<file path="src/rtl/oversamp_rx.sv">
module oversamp_rx #(
  parameter int DATA_BITS   = 8,
  parameter int SYNC_STAGES = 2
) (
  input  logic                 clk,
  input  logic                 rst_n,
  input  logic                 tick,
  input  logic [3:0]           phase,
  input  logic                 rx_in,
  input  logic                 clr_full,
  output logic [DATA_BITS-1:0] data_out,
  output logic                 full
);
  localparam logic [3:0] SLOT_INIT = 4'(15 - DATA_BITS);
  localparam logic [3:0] FIRST_GAP = 4'd12;

  logic [SYNC_STAGES-1:0] sync_q;
  logic [3:0] slot, target;

  wire line  = sync_q[SYNC_STAGES-1];
  wire idle  = (slot == 4'd0);
  wire start = tick && idle && !line;
  wire due   = tick && !idle && (target == phase);
  wire last  = (slot == 4'hF);

  always_ff @(posedge clk or negedge rst_n)
    if (!rst_n) sync_q <= '1;
    else        sync_q <= {sync_q[SYNC_STAGES-2:0], rx_in};

  always_ff @(posedge clk or negedge rst_n)
    if (!rst_n) begin
      slot     <= '0;
      target   <= '0;
      data_out <= '0;
    end else if (start) begin
      slot   <= SLOT_INIT;
      target <= phase + FIRST_GAP;
    end else if (due) begin
      slot   <= slot + 4'd1;
      target <= {~target[3], target[2:0]};
      if (!last) data_out <= {line, data_out[DATA_BITS-1:1]};
    end

  always_ff @(posedge clk or negedge rst_n)
    if (!rst_n)            full <= 1'b0;
    else if (due && last)  full <= 1'b1;
    else if (clr_full)     full <= 1'b0;
endmodule


</file>
<file path="config.mk">
export PLATFORM = sky130hd
export DESIGN_NAME = oversamp_rx
export DESIGN_NICKNAME = d
export VERILOG_FILES = /design/src/rtl/oversamp_rx.sv
export SDC_FILE = /design/constraint.sdc
export NUM_CORES = 1
export LEC_CHECK = 0
export CAP_MARGIN = 20
export CORE_UTILIZATION = 49
export DETAILED_ROUTE_END_ITERATION = 16
export PLACE_DENSITY = 0.77
export SETUP_SLACK_MARGIN = 0.02
export SYNTH_ARGS = -nofsm -noshare
export SYNTH_HDL_FRONTEND = slang
export SYNTH_SLANG_ARGS = --single-unit
</file>
<file path="constraint.sdc">
create_clock -name clk -period 2.6 [get_ports clk]
set_clock_uncertainty 0.2 [all_clocks]
set_input_delay 0.52 -clock clk [delete_from_list [all_inputs] [get_ports clk]]
set_output_delay 0.52 -clock clk [all_outputs]
set_load 0.005 [all_outputs]
</file>
Word level (Yosys, flattened, before mapping):

Cells that the tools add are included.

* bits in registers: 19
* bits of input ports: 9
* word-level logic and storage cells: 30

* bitwise logic cells: 3
* muxes and demuxes: 6
* equal/unequal tests: 2
* add/subtract/negate cells: 2
* reductions and logical operators: 11

Operators with widths (number)
* 2-to-1 mux 4 bit: 4
* logical AND 1 bit: 5
* adder 4 x 1 -> 4 bit (second input constant): 1
* adder 4 bit (second input constant): 1
* equality test 4 bit: 1
* equality test 4 bit (second input constant): 1
* zero test 4 bit: 1
* nonzero test 2 bit: 2
* inverter 1 bit: 3
* AND reduction 3 bit: 1
* zero test 1 bit: 2
* 2-to-1 mux 1 bit: 2

Depth between registers and ports, before layout:

* depth in word-level cells: 6
* mapped depth: 7
* depth with buffers taken out: 6

Worst setup path before layout:

No wires, ideal clock.

* path type: flip-flop to flip-flop
* start: reg slot[0]
* end: reg data_out[0]
* path buffers: 0
* path slack: 558 ps
* library setup time: 125 ps
* data arrival time: 1718 ps
* stages on the path, launching flop included: 7
* cells stage by stage: dfrtp_1 > inv_1 > ha_1 > or3b_4 > nand2_4 > a311oi_4 > mux2_2

* longest elaborated chain between the ends: 5
* elaborated cells between the ends (all ways): 10

Ends and longest elaborated chain
* start, declared: line 18 `logic [3:0] slot, target;`
* start signal, assigned: line 39 `slot <= slot + 4'd1;`
* zero test 4 bit: line 21 `wire idle = (slot == 4'd0);`
* zero test 1 bit / logical AND 1 bit (equally long branches): line 23, 22
* logical AND 1 bit (on tied branches): line 23, 22
* logical AND 1 bit / inverter 1 bit (equally long branches)
* AND reduction 3 bit (no line) (*)
* end signal, assigned: line 41 `if (!last) data_out <= {line, data_out[DATA_BITS-1:1]};`
* end, declared: line 11 `output logic [DATA_BITS-1:0] data_out,`

Mark *: on every way between the ends. The rest lies on a longest branch, timed or not.
A chain may end at the register's enable or synchronous reset.

Worst setup path in the final report:

* start: in phase[2]
* end: reg data_out[4]

* longest elaborated chain between the ends: 3

Ends and longest elaborated chain
* start, declared: line 8 `input logic [3:0] phase,`
* equality test 4 bit: line 23 `wire due = tick && !idle && (target == phase);`
* logical AND 1 bit: line 23
* AND reduction 3 bit (no line)

Every way passes these cells.

==> metrics.txt <==
# TYPE chip_impl_metric gauge
chip_impl_metric{name="synth.avg_cell_area",unit="sq um"} 13.12
chip_impl_info{name="rsz0062_at_grt",value="false"} 1
chip_impl_metric{name="ys_async_sr_fraction",unit="%"} 100.0
chip_impl_metric{name="worst_ir_drop_vdd",unit="V"} 0.0005960
chip_impl_metric{name="drv_slew",unit=""} 0
chip_impl_metric{name="maxClockFrequency",unit="MHz"} 452.9
chip_impl_metric{name="drt-wirelength-per-cell",unit="um"} 11.89
chip_impl_metric{name="post_cts_buffers",unit=""} 0
chip_impl_info{name="critical_path.endpoint_type",value="register"} 1
chip_impl_metric{name="cellPowerDensity",unit="nW/um^2"} 814.9
chip_impl_info{name="cts.root.buffer_cell",value="clkbuf_4"} 1
chip_impl_metric{name="antenna_left",unit=""} 0
chip_impl_metric{name="synthesis.instances",unit=""} 68
chip_impl_metric{name="fillers",unit=""} 137
chip_impl_info{name="r2r-start",value="slot[0]"} 1
chip_impl_metric{name="area_occupied_by_multi_input_gates",unit="sq um"} 397.9
chip_impl_metric{name="antenna-diode-count",unit=""} 0
chip_impl_metric{name="post-synth-top-area-fraction",unit="%"} 47.69
chip_impl_metric{name="gp_routability_congestion",unit=""} 0.6671
chip_impl_metric{name="vias_per_cell",unit=""} 5.009
chip_impl_info{name="synth_top_flop_cell",value="dfrtp_1"} 1
chip_impl_metric{name="min_path_cells",unit=""} 0
chip_impl_metric{name="yosys_warnings",unit=""} 0
chip_impl_metric{name="critical_path_peak_fanout",unit=""} 8
chip_impl_metric{name="synthesis.area",unit="sq um"} 892.1
chip_impl_metric{name="worst_reg_to_reg_path_cell_count",unit=""} 7
chip_impl_metric{name="sequential_standard_cell_area",unit="sq um"} 478.0
chip_impl_info{name="ys_top_cells_by_area",value="dfrtp_1, mux2_2, dfstp_2"} 1
chip_impl_metric{name="num_io_pins",unit=""} 18
chip_impl_metric{name="vias_in_the_first_global_route",unit=""} 556
chip_impl_metric{name="ys_seq_elements",unit=""} 19
chip_impl_metric{name="syn_nets",unit=""} 79
chip_impl_metric{name="cts.repair.resized",unit=""} 0
chip_impl_metric{name="timing.final.hold_violations",unit=""} 0
chip_impl_metric{name="antenna_found_initial",unit=""} 0
chip_impl_metric{name="period_needed",unit="ps"} 2208
chip_impl_metric{name="grt_first_pass_wirelength",unit="um"} 2373
chip_impl_metric{name="globalRouteOverflowTotal",unit=""} 0
chip_impl_metric{name="synth_edf_count",unit=""} 0
chip_impl_metric{name="crit_required",unit="ps"} 2580
chip_impl_metric{name="clock_insertion_delay_worst_skew",unit="ps"} 290
chip_impl_metric{name="numPortBuffers",unit=""} 17
chip_impl_info{name="critical_path.reg2reg.endpoint",value="data_out[4]"} 1
chip_impl_info{name="setup.worst_path.class",value="primary input to register"} 1
chip_impl_metric{name="fin_nets",unit=""} 103
chip_impl_metric{name="groute.usage.overall",unit="%"} 16.55
chip_impl_metric{name="final_layout_size_suffix_gt1_share",unit="%"} 27.47
chip_impl_info{name="synth_largest_area_cell",value="dfrtp_1"} 1
chip_impl_metric{name="r2r_slack",unit="ps"} 490
chip_impl_metric{name="slew_at_the_pin_with_the_worst_max_slew_slack",unit="ps"} 344.4
chip_impl_metric{name="p_total",unit="W"} 0.0009278
chip_impl_metric{name="cts_htree_levels",unit=""} 1
chip_impl_metric{name="initial_core_util",unit="%"} 52.23
chip_impl_metric{name="wl",unit="um"} 1379
chip_impl_info{name="outcome",value="finished, final reports clean"} 1
chip_impl_info{name="min_delay_worst_endpoint",value="sync_q[1]"} 1
chip_impl_metric{name="drt_first_pass_iters",unit=""} 4
chip_impl_metric{name="drc",unit=""} 0
chip_impl_info{name="tritoncts",value="done"} 1
chip_impl_metric{name="detailroute.via_count",unit=""} 581
chip_impl_metric{name="place.detailed.hpwl",unit="um"} 1094
chip_impl_metric{name="leakagePower",unit="nW"} 0.5009
chip_impl_metric{name="max_cap_viol_count",unit=""} 0
chip_impl_metric{name="synth.distinct_cells",unit=""} 26
chip_impl_metric{name="floorplan.die.height",unit="um"} 44.67
chip_impl_metric{name="die_area",unit="sq um"} 1995
chip_impl_metric{name="post-route-util",unit="%"} 66.67
chip_impl_info{name="worst_hold_path_type",value="register to register"} 1
chip_impl_metric{name="finalSetupTns",unit="ps"} 0
chip_impl_metric{name="syn2layout_area_growth",unit="%"} 27.63
chip_impl_info{name="hold_path_startpoint",value="sync_q[0]"} 1
chip_impl_metric{name="cts.hold.buffers_added",unit=""} 0
chip_impl_metric{name="crit_arrival",unit="ps"} 2190
chip_impl_metric{name="die_w",unit="um"} 44.67
chip_impl_metric{name="drt-initial-drc-count",unit=""} 4
chip_impl_metric{name="slew_headroom",unit="%"} 76.94
chip_impl_metric{name="period_share",unit="%"} 84.92
chip_impl_info{name="critical_path.startpoint_type",value="primary input"} 1
chip_impl_metric{name="number_of_cts_inserted_buffers",unit=""} 3
chip_impl_metric{name="grt_start_max_net_pins",unit=""} 20
chip_impl_metric{name="placeableCoreArea",unit="sq um"} 1708
chip_impl_metric{name="ctsLongestPathBuffers",unit=""} 2
chip_impl_metric{name="clkSinkCount",unit=""} 19
chip_impl_metric{name="cts.clk_slew.worst_paths",unit="ps"} 110
chip_impl_metric{name="core.rowCount",unit=""} 15
chip_impl_metric{name="yosysSeqAreaShare",unit="%"} 53.58
chip_impl_metric{name="finalSetupViolations",unit=""} 0
-- area by class of cell --
cell class / instances / area share, %
flip-flops and latches: 19 / 41.98
repair buffers: 20 / 16.92
multi-input cells: 45 / 34.95
clock inverters: 1 / 0.4396
inverters: 3 / 0.9890
well taps: 25 / 2.747
clock buffers: 3 / 1.978
-- how the worst max path moves through the flow --
stage	slack, ps	cells past startpoint	end	start
after floorplan	560	6	data_out[0]	slot[0]
after global placement	130	6	data_out[7]	phase[2]
after detailed placement	70	6	data_out[4]	phase[2]
after CTS	360	6	data_out[4]	phase[2]
after global routing	310	6	data_out[1]	phase[2]
final	390	6	data_out[4]	phase[2]
-- per-layer routing --
layer,vias up,routed length (um),track usage (%)
met5,-,0,0
met4,0,12,5.455
met3,2,34,3.673
met2,6,690,26.18
met1,291,642,22.67
li1,282,-,-
-- cell usage after synthesis, types with 2 or more instances --
cell type and count:
ha_1 2, inv_1 3, nor3_1 2, dfrtp_1 17
mux2i_1 2, nor2_1 3, xnor2_1 4, dfstp_2 2
mux2_2 8, nand2_1 8, xor2_1 2
-- sequential cells by signal, summed over array words and instances (netlist names) --
signal and count:
data_out 8, full 1, sync_q 2, target 4, slot 4
-- stage by stage --
step                      hold slack, ps  worst slack (ps)  instance area [sq um]  cells
after floorplan                    24.41             557.7                  892.1     68
after global placement             147.1             128.1                   1111    112
after detailed placement           150.3             65.47                   1111    112
after CTS                          166.0             361.2                   1139    116
after global routing               170.4             314.7                   1139    116
final                              165.9             392.2                   1139    116
-- critical path, stage by stage --
cell and delay [ps]:
clkdlybuf4s50_1 480, xnor2_1 290, nand4_4 140, a311oi_4 210
buf_4 210, mux2_2 350
-- report_power, final --
part	internal [W]	switching (W)	total, W
clock	0.0000571	0.0000866	0.000144
combinational	0.000181	0.000140	0.000321
sequential	0.000380	0.0000828	0.000463
-- cell usage in the layout, fill, tap and decap left out, drive strengths merged, types with 2 or more instances in the layout --
| master | synthesis | routed |
|---|---|---|
| clkdlybuf4s50 | 0 | 17 |
| nand2 | 9 | 9 |
| mux2i | 2 | 2 |
| nor3 | 2 | 2 |
| buf | 1 | 3 |
| ha | 2 | 2 |
| or3b | 2 | 2 |
| xnor2 | 4 | 4 |
| mux2 | 8 | 8 |
| nor2 | 3 | 3 |
| inv | 3 | 3 |
| dfstp | 2 | 2 |
| dfrtp | 17 | 17 |
| clkbuf | 0 | 3 |
| xor2 | 2 | 2 |
-- logic make-up (layout without fill, tap and decap cells) --
family,Yosys count,count (layout),share of synthesized area (%)
mux,10,10,12.34
xor+xnor,6,6,5.891
fa+ha+maj,2,2,2.805
compound gates,7,7,9.258
flops,19,19,53.58
simple gates,20,20,14.31
buf+inv,4,27,1.823
Power figures use the tool's default switching activity.
